===== src/rtl/dac_serial_pkg.sv =====
package dac_serial_pkg;
  localparam int ADDR_W  = 2;
  localparam int PD_W    = 2;
  localparam int DATA_W  = 8;
  localparam int NUM_CH  = 2;
  localparam int FRAME_W = ADDR_W + PD_W + DATA_W;

  // MSB-first: address, power-down code, data
  typedef struct packed {
    logic [ADDR_W-1:0] addr;
    logic [PD_W-1:0]   pd;
    logic [DATA_W-1:0] data;
  } frame_t;

  localparam logic [PD_W-1:0] PD_ALL = '1;
endpackage


===== src/rtl/dac_sync.sv =====
module dac_sync #(
  parameter int                WIDTH   = 1,
  parameter int                STAGES  = 2,
  parameter logic [WIDTH-1:0]  RST_VAL = '0
) (
  input  logic             clk_i,
  input  logic             rst_ni,
  input  logic [WIDTH-1:0] d_i,
  output logic [WIDTH-1:0] q_o
);
  logic [STAGES-1:0][WIDTH-1:0] pipe_q;

  always_ff @(posedge clk_i or negedge rst_ni) begin
    if (!rst_ni) pipe_q <= {STAGES{RST_VAL}};
    else begin
      pipe_q[0] <= d_i;
      for (int s = 1; s < STAGES; s++) pipe_q[s] <= pipe_q[s-1];
    end
  end

  assign q_o = pipe_q[STAGES-1];
endmodule


===== src/rtl/dac_frame_rx.sv =====
module dac_frame_rx
  import dac_serial_pkg::*;
#(
  parameter int SYNC_STAGES = 2
) (
  input  logic   clk_i,
  input  logic   rst_ni,
  input  logic   cs_ni,
  input  logic   sclk_i,
  input  logic   sdi_i,
  output frame_t frame_o,
  output logic   commit_o,
  output logic   cs_sync_o,
  output logic   sdo_o
);
  localparam int CNT_W = $clog2(FRAME_W + 1);

  logic       cs_s, sclk_s, sdi_s;
  logic       cs_q, sclk_q;
  logic       rise, fall, cs_rise;
  logic [CNT_W-1:0]   cnt_q;
  logic [FRAME_W:0]   shreg_q;  // one extra bit feeds the echo
  logic               sdo_q;

  dac_sync #(.WIDTH(3), .STAGES(SYNC_STAGES), .RST_VAL(3'b100)) u_sync (
    .clk_i  (clk_i),
    .rst_ni (rst_ni),
    .d_i    ({cs_ni, sclk_i, sdi_i}),
    .q_o    ({cs_s, sclk_s, sdi_s})
  );

  always_ff @(posedge clk_i or negedge rst_ni) begin
    if (!rst_ni) begin
      cs_q   <= 1'b1;
      sclk_q <= 1'b0;
    end else begin
      cs_q   <= cs_s;
      sclk_q <= sclk_s;
    end
  end

  assign rise    =  sclk_s & ~sclk_q & ~cs_s;
  assign fall    = ~sclk_s &  sclk_q & ~cs_s;
  assign cs_rise =  cs_s   & ~cs_q;

  // saturating bit count; cleared while deselected
  always_ff @(posedge clk_i or negedge rst_ni) begin
    if (!rst_ni)                                cnt_q <= '0;
    else if (cs_s)                              cnt_q <= '0;
    else if (rise && cnt_q != CNT_W'(FRAME_W))  cnt_q <= cnt_q + 1'b1;
  end

  always_ff @(posedge clk_i or negedge rst_ni) begin
    if (!rst_ni)   shreg_q <= '0;
    else if (rise) shreg_q <= {shreg_q[FRAME_W-1:0], sdi_s};
  end

  // bit sampled FRAME_W rises ago leaves on the next fall
  always_ff @(posedge clk_i or negedge rst_ni) begin
    if (!rst_ni)   sdo_q <= 1'b0;
    else if (fall) sdo_q <= shreg_q[FRAME_W];
  end

  assign frame_o   = frame_t'(shreg_q[FRAME_W-1:0]);
  assign commit_o  = cs_rise && (cnt_q == CNT_W'(FRAME_W));
  assign cs_sync_o = cs_s;
  assign sdo_o     = sdo_q;
endmodule


===== src/rtl/dac_reg_bank.sv =====
module dac_reg_bank
  import dac_serial_pkg::*;
(
  input  logic                           clk_i,
  input  logic                           rst_ni,
  input  logic                           commit_i,
  input  frame_t                         frame_i,
  output logic [NUM_CH-1:0][DATA_W-1:0]  data_o,
  output logic [NUM_CH-1:0]              pd_o,
  output logic [NUM_CH-1:0]              oe_o,
  output logic                           dev_pd_o
);
  logic active;
  assign active = commit_i && (frame_i.addr != '0);

  for (genvar ch = 0; ch < NUM_CH; ch++) begin : g_ch
    logic sel;
    assign sel = commit_i && frame_i.addr[ch];

    always_ff @(posedge clk_i or negedge rst_ni) begin
      if (!rst_ni) begin
        data_o[ch] <= '0;
        oe_o[ch]   <= 1'b0;
      end else if (sel) begin
        data_o[ch] <= frame_i.data;
        oe_o[ch]   <= 1'b1;
      end
    end

    always_ff @(posedge clk_i or negedge rst_ni) begin
      if (!rst_ni)     pd_o[ch] <= 1'b0;
      else if (active) pd_o[ch] <= (frame_i.pd == PD_W'(1 << ch));
    end
  end

  always_ff @(posedge clk_i or negedge rst_ni) begin
    if (!rst_ni)     dev_pd_o <= 1'b0;
    else if (active) dev_pd_o <= (frame_i.pd == PD_ALL);
  end
endmodule


===== src/rtl/dac_serial_ctrl.sv =====
module dac_serial_ctrl
  import dac_serial_pkg::*;
#(
  parameter int SYNC_STAGES = 2
) (
  input  logic              clk_i,
  input  logic              rst_ni,
  input  logic              cs_ni,
  input  logic              sclk_i,
  input  logic              sdi_i,
  output logic              sdo_o,
  output logic [DATA_W-1:0] ch_a_data_o,
  output logic [DATA_W-1:0] ch_b_data_o,
  output logic              ch_a_pd_o,
  output logic              ch_b_pd_o,
  output logic              dev_pd_o,
  output logic              ch_a_oe_o,
  output logic              ch_b_oe_o
);
  frame_t                        frame;
  logic                          commit;
  logic                          cs_sync;
  logic [NUM_CH-1:0][DATA_W-1:0] data;
  logic [NUM_CH-1:0]             pd;
  logic [NUM_CH-1:0]             oe;

  dac_frame_rx #(.SYNC_STAGES(SYNC_STAGES)) u_rx (
    .clk_i     (clk_i),
    .rst_ni    (rst_ni),
    .cs_ni     (cs_ni),
    .sclk_i    (sclk_i),
    .sdi_i     (sdi_i),
    .frame_o   (frame),
    .commit_o  (commit),
    .cs_sync_o (cs_sync),
    .sdo_o     (sdo_o)
  );

  dac_reg_bank u_regs (
    .clk_i    (clk_i),
    .rst_ni   (rst_ni),
    .commit_i (commit),
    .frame_i  (frame),
    .data_o   (data),
    .pd_o     (pd),
    .oe_o     (oe),
    .dev_pd_o (dev_pd_o)
  );

  assign ch_a_data_o = data[0];
  assign ch_b_data_o = data[1];
  assign ch_a_pd_o   = pd[0];
  assign ch_b_pd_o   = pd[1];
  assign ch_a_oe_o   = oe[0];
  assign ch_b_oe_o   = oe[1];
endmodule


===== config.mk =====
export PLATFORM = sky130hd
export DESIGN_NAME = dac_serial_ctrl
export DESIGN_NICKNAME = d
export VERILOG_FILES = /design/src/rtl/dac_serial_pkg.sv /design/src/rtl/dac_sync.sv /design/src/rtl/dac_frame_rx.sv /design/src/rtl/dac_reg_bank.sv /design/src/rtl/dac_serial_ctrl.sv
export SDC_FILE = /design/constraint.sdc
export NUM_CORES = 1
export LEC_CHECK = 0
export CELL_PAD_IN_SITES_DETAIL_PLACEMENT = 0
export CELL_PAD_IN_SITES_GLOBAL_PLACEMENT = 1
export CORE_MARGIN = 8
export CORE_UTILIZATION = 43
export DETAILED_ROUTE_END_ITERATION = 16
export GPL_ROUTABILITY_DRIVEN = 0
export PLACE_DENSITY_LB_ADDON = 0.05
export SLEW_MARGIN = 20
export SYNTH_ARGS = -nofsm -noshare
export SYNTH_HDL_FRONTEND = slang
export SYNTH_SLANG_ARGS = --single-unit

===== constraint.sdc =====
create_clock -name clk_i -period 4.59 [get_ports clk_i]
set_clock_uncertainty 0.2 [all_clocks]
set_input_delay 0.459 -clock clk_i [delete_from_list [all_inputs] [get_ports clk_i]]
set_output_delay 0.459 -clock clk_i [all_outputs]
set_load 0.02 [all_outputs]

; ---- Word level (Yosys, flattened, before mapping)
; Cells that the tools add are included.
[totals]
reg_bits = 47
in_bits = 5
out_inout_bits = 22
[classes]
addsub = 1
n_eq_ne = 5
mux = 2
bitwise = 9
n_reduce_logical = 7
[op_table]
columns = cell, count
row1 = 2-to-1 mux 4 bit, 2
row2 = bitwise AND 1 bit, 5
row3 = logical AND 1 bit, 5
row4 = "adder 4 x 1 -> 4 bit, second input constant", 1
row5 = "equality test 2 bit, second input constant", 2
row6 = "equality test 4 bit, second input constant", 1
row7 = "inequality test 4 bit, second input constant", 1
row8 = NOT 1 bit, 4
row9 = nonzero test 2 bit, 2
row10 = "equality test 2 x 1 -> 1 bit, second input constant", 1

; ---- Logic depth before layout (Yosys ltp)
; Gate-level depths: netlist of run 1.
[logic_depth]
word_depth = 6
ltp_mapped = 5
mapped_depth_nobuf = 5

; ---- By module
; Synthesis of run 1 repeated with hierarchy kept, for this count alone.
[unflattened]
hier_cells = 125
hier_area_um2 = 1885.6
[by_module_without_submodules]
columns = mod, instances, cells_per_inst, area_each_um2, seq_area_each_um2
row1 = dac_frame_rx, 1, 67, 915.9, 501.7
row2 = dac_reg_bank, 1, 49, 794.5, 525.5
row3 = dac_sync, 1, 9, 175.2, 152.6

; ---- Worst setup path after synthesis of run 1
; Ideal clock, no wire load.
[synth_path]
kind = register -> register
start = register u_rx.cnt_q[0]
end = register u_regs.data_o[10] (netlist name)
setup_ps = 125
arrival_ps = 1534
required_time_ps = 4265
setup_slack_ps = 2732
path_stages_with_launch = 6
path_buffers = 0
period_less_slack_ps = 1858
cell_sequence = dfrtp_1 -> inv_1 -> ha_1 -> nand4_4 -> nor3b_4 -> mux2_2
[synth_via]
elab_chain_len = 3
[synth_lines]
columns = element, line
row1 = start: declaration, dac_frame_rx.sv:21  ; logic [CNT_W-1:0] cnt_q;
row2 = start signal: assignment, dac_frame_rx.sv:50  ; else if (rise && cnt_q != CNT_W'(FRAME_W)) cnt_q <= cnt_q + 1'b1;
row3 = equality test 4 bit, dac_frame_rx.sv:65  ; assign commit_o = cs_rise && (cnt_q == CNT_W'(FRAME_W));
row4 = logical AND 1 bit, dac_frame_rx.sv:65
row5 = logical AND 1 bit, dac_reg_bank.sv:18  ; assign sel = commit_i && frame_i.addr[ch];
row6 = end signal: indexed assignment, dac_reg_bank.sv:25  ; data_o[ch] <= frame_i.data;
row7 = end: declaration, dac_reg_bank.sv:8  ; output logic [NUM_CH-1:0][DATA_W-1:0] data_o,
; No other way between the ends.
; A chain may end at the register's enable or synchronous reset.

; ---- Worst setup path in the final report of run 1
[layout_path]
start = register u_rx.u_sync.pipe_q (netlist bit u_rx.u_sync.q_o[2])
end = register u_regs.data_o[4] (netlist name)
[layout_via]
elab_chain_len = 3
[layout_lines]
columns = element, line
row1 = start: declaration, dac_sync.sv:11  ; logic [STAGES-1:0][WIDTH-1:0] pipe_q;
row2 = start signal: assignment, dac_sync.sv:14  ; if (!rst_ni) pipe_q <= {STAGES{RST_VAL}};
row3 = bitwise AND 1 bit, dac_frame_rx.sv:44  ; assign cs_rise = cs_s & ~cs_q;
row4 = logical AND 1 bit, dac_frame_rx.sv:65
row5 = logical AND 1 bit, dac_reg_bank.sv:18
; No other way between the ends.

==> metrics.cfg, run 1 <==
[sta]
whs_ps = 159
tightest_slew_ps = 712
fin_crit_sh_pct = 45.5
fin_crit_ps = 2090
maxSlewViolCount = 0
report.final.setup_viol = 0
finalHoldViolations = 0
rsz0062_at_grt = no
setup_ws_ps = 2500
setup-tns-final_ps = 0
slew_headroom_pct = 52.5
timing.fmax_mhz = 479

[pwr]
clock_power_share_pct = 30.1
total_power_mw = 0.785
pwr-share-comb_pct = 7.3
seq_power_share_pct = 62.6
sw_frac_of_total_pct = 24.3
peakVddDrop_mv = 0.275
internal-power_mw = 0.594
powerDensity_mw_per_mm2 = 352
p_switching_mw = 0.191
power_leakage_nw = 1.04

[synth]
syn_area_mm2 = 0.00183
yosysUniqueCellTypes = 27
ys_seq_area_share_pct = 64.5
syn-num-nets = 121
postSynthCellCount = 114
ys_warn_count = 0
avgSynthCellArea_um2 = 16.0
ys_seq_elements = 47

[cells_and_area]
drive_above_1_share_pct = 36.1
final_common_cell = dfrtp_1
antenna_cells = 0
nNetsFinal = 153
regArea_mm2 = 0.00118
postLayoutCellArea_mm2 = 0.00223
fin_util_pct = 55.0
layout_common_cells = 44 x dfrtp_1, 32 x mux2_2, 25 x clkdlybuf4s50_1, 5 x clkbuf_8, 4 x inv_1
multi_input_area_um2 = 622
final_cells = 197
area_growth_pct = 22.0
fill_cells = 337

[placement]
hpwl_um = 2070
place_area_mm2 = 0.00213
placed_cells = 188
place_ws_ps = 2440
io_buffers = 26

[clock_tree]
cts.repair.resized = 0
clk_pin_slew_ps = 80
ctsHtreeMaxLevel = 2
cts_buffers = 5
clock_path_buffers = 2
clk_latency_ps = 290
cts.sinks = 47
ctsRootBufferMaster = clkbuf_8
cts_tree = yes

[worst_setup_path]
r2r_slack_ps = 2500
slowest_delay_ps = 680
rr_worst_depth = 3
crit_required_ps = 4570
crit_family = simple AND/OR/NAND/NOR gates
critPathBufInv = 0
cp_slowest_cell = dfstp_2
path_class = register to register
crit_chain = nand4_4 > nor3b_4 > mux2_2
critical_path_peak_fanout = 10
cp.arrival_ps = 2070
r2r_start = u_rx.u_sync.q_o[2]
crit_path_end_kind = register
crit_path_start_kind = register
timing.rr.end = u_regs.data_o[4]

[detailed_routing]
via_per_inst = 4.95
dr.pass1.iters = 3
postRouteAntennaNets = 0
drc = 0
wire_per_inst_um = 15.5
drt_iter0_drc = 45
wl_um = 3050
num_vias = 975

[die]
rows = 23
core_mm2 = 0.00406
die_x_um = 81.2
initial_core_util_pct = 45.1
dieArea_mm2 = 0.00660
io_pins = 27
die_h_um = 81.2

[grt]
grt_usage_pct = 10.6
antenna_found_initial = 0
grt_pass1_vias = 1060
grt-ovfl-total = 0
grt_max_degree = 48
grt_pass1_wl_um = 5260

[min_path]
hold_end = u_rx.u_sync.q_o[2]
min_path_type = register to register
hold_path.startpoint = u_rx.u_sync.pipe_q[2]
hold_depth = 0

[run]
cap_violations = 0

[outcome]
status = complete, no violations

synthesized netlist by cell type:
| master | n | area, um2 |
|---|---|---|
| inv_1 | 4 | 15.0 |
| a311oi_1 | 1 | 8.76 |
| or2_2 | 2 | 12.5 |
| a31o_2 | 1 | 8.76 |
| nor3b_1 | 1 | 7.51 |
| and2_1 | 1 | 6.26 |
| and3_1 | 1 | 6.26 |
| o31ai_1 | 1 | 7.51 |
| or3b_2 | 1 | 8.76 |
| a21oi_1 | 1 | 5.00 |
| nand4_4 | 1 | 21.3 |
| mux2_2 | 32 | 360 |
| dfrtp_1 | 44 | 1100 |
| nor3b_2 | 1 | 12.5 |
| nor2_1 | 2 | 7.51 |
| nand3_1 | 3 | 15.0 |
| mux2i_1 | 2 | 20.0 |
| nor3_2 | 1 | 10.0 |
| or2b_1 | 1 | 7.51 |
| dfstp_2 | 3 | 78.8 |
| buf_4 | 1 | 7.51 |
| buf_6 | 1 | 11.3 |
| ha_1 | 2 | 25.0 |
| nor2b_1 | 2 | 12.5 |
| nor3b_4 | 2 | 37.5 |
| mux2_1 | 1 | 11.3 |
| nand2_1 | 1 | 3.75 |
sequential cells by signal, indices dropped and copies added, names as in the netlist, 2 cells and up:
register,cells
u_regs.data_o,16
u_rx.cnt_q,4
u_rx.u_sync.q_o,3
u_rx.u_sync.pipe_q,3
u_regs.oe_o,2
u_regs.pd_o,2
u_rx.shreg_q,13
power by group through the flow:
stage	Combinational (mW)	Sequential [mW]	Clock, mW
global route	0.0653	0.497	0.264
floorplan	0.0448	0.484	0
global placement	0.0555	0.498	0
detailed placement	0.0577	0.499	0
CTS	0.0580	0.490	0.246
finish	0.0576	0.491	0.236
kinds of logic (layout without fill, tap and decap cells):
kind of cell    Yosys count  count (layout)  share of synthesized area (%)
simple gates             20              20                           9.23
compound gates            4               4                           1.64
buf+inv                   6              39                           1.85
mux                      35              35                           21.4
fa+ha+maj                 2               2                           1.37
flops                    47              47                           64.5
repair_timing:
action / CTS / global route
setup buffers: 0 / 0
hold endpoints to repair: 0 / 2
endpoints found under the setup margin: 0 / 0
hold buffers: 0 / 1
cell type report:
type	count	share of cell area (%)
Clock buffer	5	3.08
Clock inverter	3	0.673
Inverter	4	0.673
Multi-Input combinational cell	61	27.9
Sequential cell	47	52.9
Tap cell	50	2.80
Timing Repair Buffer	27	12.0
how the worst max path moves through the flow:
stage / slack (ps) / startpoint / end / depth (start not counted)
floorplan: 2730 / u_rx.cnt_q[0] / u_regs.data_o[10] / 5
global placement: 2500 / u_rx.cnt_q[0] / u_regs.data_o[5] / 5
detailed placement: 2440 / u_rx.u_sync.q_o[2] / u_rx.cnt_q[3] / 3
CTS: 2440 / u_rx.u_sync.q_o[2] / u_rx.cnt_q[3] / 3
global route: 2410 / u_rx.cnt_q[0] / u_regs.data_o[4] / 5
finish: 2500 / u_rx.u_sync.q_o[2] / u_regs.data_o[4] / 3
per-layer routing:
metal  share of wire, %  GRT usage, %  up-vias
met5                  0             0        -
met1                 47          13.2      476
met2                 44          15.3       22
li1                   -             -      470
met4                2.3          6.43        0
met3                6.9          4.19        7
(Power assumes the default switching activity.)
==> run 2, diff against run 1 <==
==> constraint.sdc (replaced) <==
create_clock -name clk_i -period 2 [get_ports clk_i]
set_clock_uncertainty 0.2 [all_clocks]
set_input_delay 0.2 -clock clk_i [delete_from_list [all_inputs] [get_ports clk_i]]
set_output_delay 0.2 -clock clk_i [all_outputs]
set_load 0.02 [all_outputs]
==> run 2 against run 1 <==
Global-route usage rose by 0.48 points. Maximum frequency increased by 10%. Largest power group unchanged. Critical path type unchanged. First-iteration DRC count stayed put.
==> metrics.cfg, run 2 (synthesis results as in run 1) <==
[die]
die_x_um = 81.2
die_h_um = 81.2
rows = 23
initial_core_util_pct = 45.1
dieArea_mm2 = 0.00660
io_pins = 27
core_mm2 = 0.00406

[worst_setup_path]
cp.arrival_ps = 1870
crit_path_end_kind = register
path_class = register to register
slowest_delay_ps = 400
crit_path_start_kind = register
crit_chain = inv_1 > ha_2 > nand4_4 > nor3b_4 > buf_4 > mux2_2
cp_slowest_cell = dfrtp_1
crit_required_ps = 1980
critical_path_peak_fanout = 3

[placement]
io_buffers = 26
place_ws_ps = 71.1
hpwl_um = 2270

[sta]
fin_crit_ps = 1900
fin_crit_sh_pct = 94.8
slew_headroom_pct = 63.8
setup-tns-final_ps = 0
rsz0062_at_grt = no
tightest_slew_ps = 544
finalHoldViolations = 0
maxSlewViolCount = 0
report.final.setup_viol = 0
timing.fmax_mhz = 527
setup_ws_ps = 104

[cells_and_area]
antenna_cells = 0
regMostFlops = u_regs.data_o
final_common_cell = dfrtp_1
multi_input_area_um2 = 618
nNetsFinal = 160
drive_above_1_share_pct = 39.0
top_regs = u_regs.data_o: 16 flops, u_rx.shreg_q: 13 flops, u_rx.cnt_q: 4 flops
largest_reg_flops = 16
regArea_mm2 = 0.00118
area_growth_pct = 26.6
fill_cells = 334
fin_util_pct = 57.1
layout_common_cells = 44 x dfrtp_1, 32 x mux2_2, 25 x clkdlybuf4s50_1, 5 x clkbuf_8

[clock_tree]
clock_path_buffers = 2
clk_pin_slew_ps = 80
cts_buffers = 5
ctsHtreeMaxLevel = 2
cts_tree = yes
post_cts.repair.setup_buffers = 0
ctsRootBufferMaster = clkbuf_8
cts.sinks = 47
clk_latency_ps = 300

[pwr]
peakVddDrop_mv = 0.520
power_leakage_nw = 1.08
powerDensity_mw_per_mm2 = 784
total_power_mw = 1.82

[grt]
antenna_found_initial = 0
grt-ovfl-total = 0
grt_usage_pct = 11.1
grt_pass1_vias = 1121
grt_pass1_wl_um = 5470
grt_max_degree = 25

[detailed_routing]
num_vias = 1003
drt_iter0_drc = 45
wire_per_inst_um = 15.3
drc = 0
via_per_inst = 4.92
dr.pass1.iters = 4
postRouteAntennaNets = 0
wl_um = 3120

[outcome]
status = complete, no violations

[min_path]
min_path_type = input pin to register

[run]
cap_violations = 0

run 2: final timing paths:
| check | start | endpoint | slack (ps) | depth (start not counted) |
|---|---|---|---|---|
| worst max-delay path | u_rx.cnt_q[1] | u_regs.data_o[9] | 100 | 6 |
| worst min-delay path | cs_ni | u_rx.u_sync.pipe_q[2] | 110 | 1 |
| worst max register to register | u_rx.cnt_q[1] | u_regs.data_o[9] | 100 | 6 |
| worst min register to register | u_rx.u_sync.pipe_q[0] | u_rx.u_sync.q_o[0] | 160 | 0 |
| max in group asynchronous | rst_ni | u_regs.data_o[4] | 870 | 3 |
| min in group asynchronous | rst_ni | u_rx.shreg_q[9] | 220 | 2 |
run 2: metal layers:
metal  GRT usage, %  share of wire (%)  wire length (um)
met1           13.5                 47              1450
met2           16.6                 47              1460
met3           4.53                5.8               181
met4           5.89               0.93                29
met5              0                  0                 0
run 2: timing repair:
| action | 4_1_cts | 5_1_grt |
|---|---|---|
| gates resized for setup | 0 | 1 |
| hold buffers | 1 | 0 |
| hold endpoints to repair | 20 | 0 |
| endpoints found under the setup margin | 0 | 14 |
run 2: layout make-up:
class                      count  area share [%]
clock buffer                   6            3.13
sequential                    47            50.9
inverter                       4           0.648
timing repair buffer          34            15.3
tap                           50            2.70
clock inverter                 2           0.540
multi-input combinational     61            26.7
run 2: through the flow:
step	area (um2)	instances	hold slack (ps)
detailed placement	2220	195	21.0
global placement	2220	195	13.6
floorplan	1830	114	-296
global route	2320	204	88.5
finish	2320	204	105
CTS	2310	204	91.0
run 2: critical path: cells and delay by family (launching register included):
kind                       cells  cell delay [ps]
and+or+nand+nor                2              410
DFF                            1              400
muxes                          1              320
buffers and inverters          2              250
adders and majority gates      1              200
run 2: power breakdown:
group	total [mW]	internal, mW	switching (mW)	leakage [nW]
Clock	0.548	0.244	0.303	0.0412
Sequential	1.12	1.04	0.0830	0.621
Combinational	0.145	0.0898	0.0549	0.417
Total	1.81	1.37	0.441	1.08
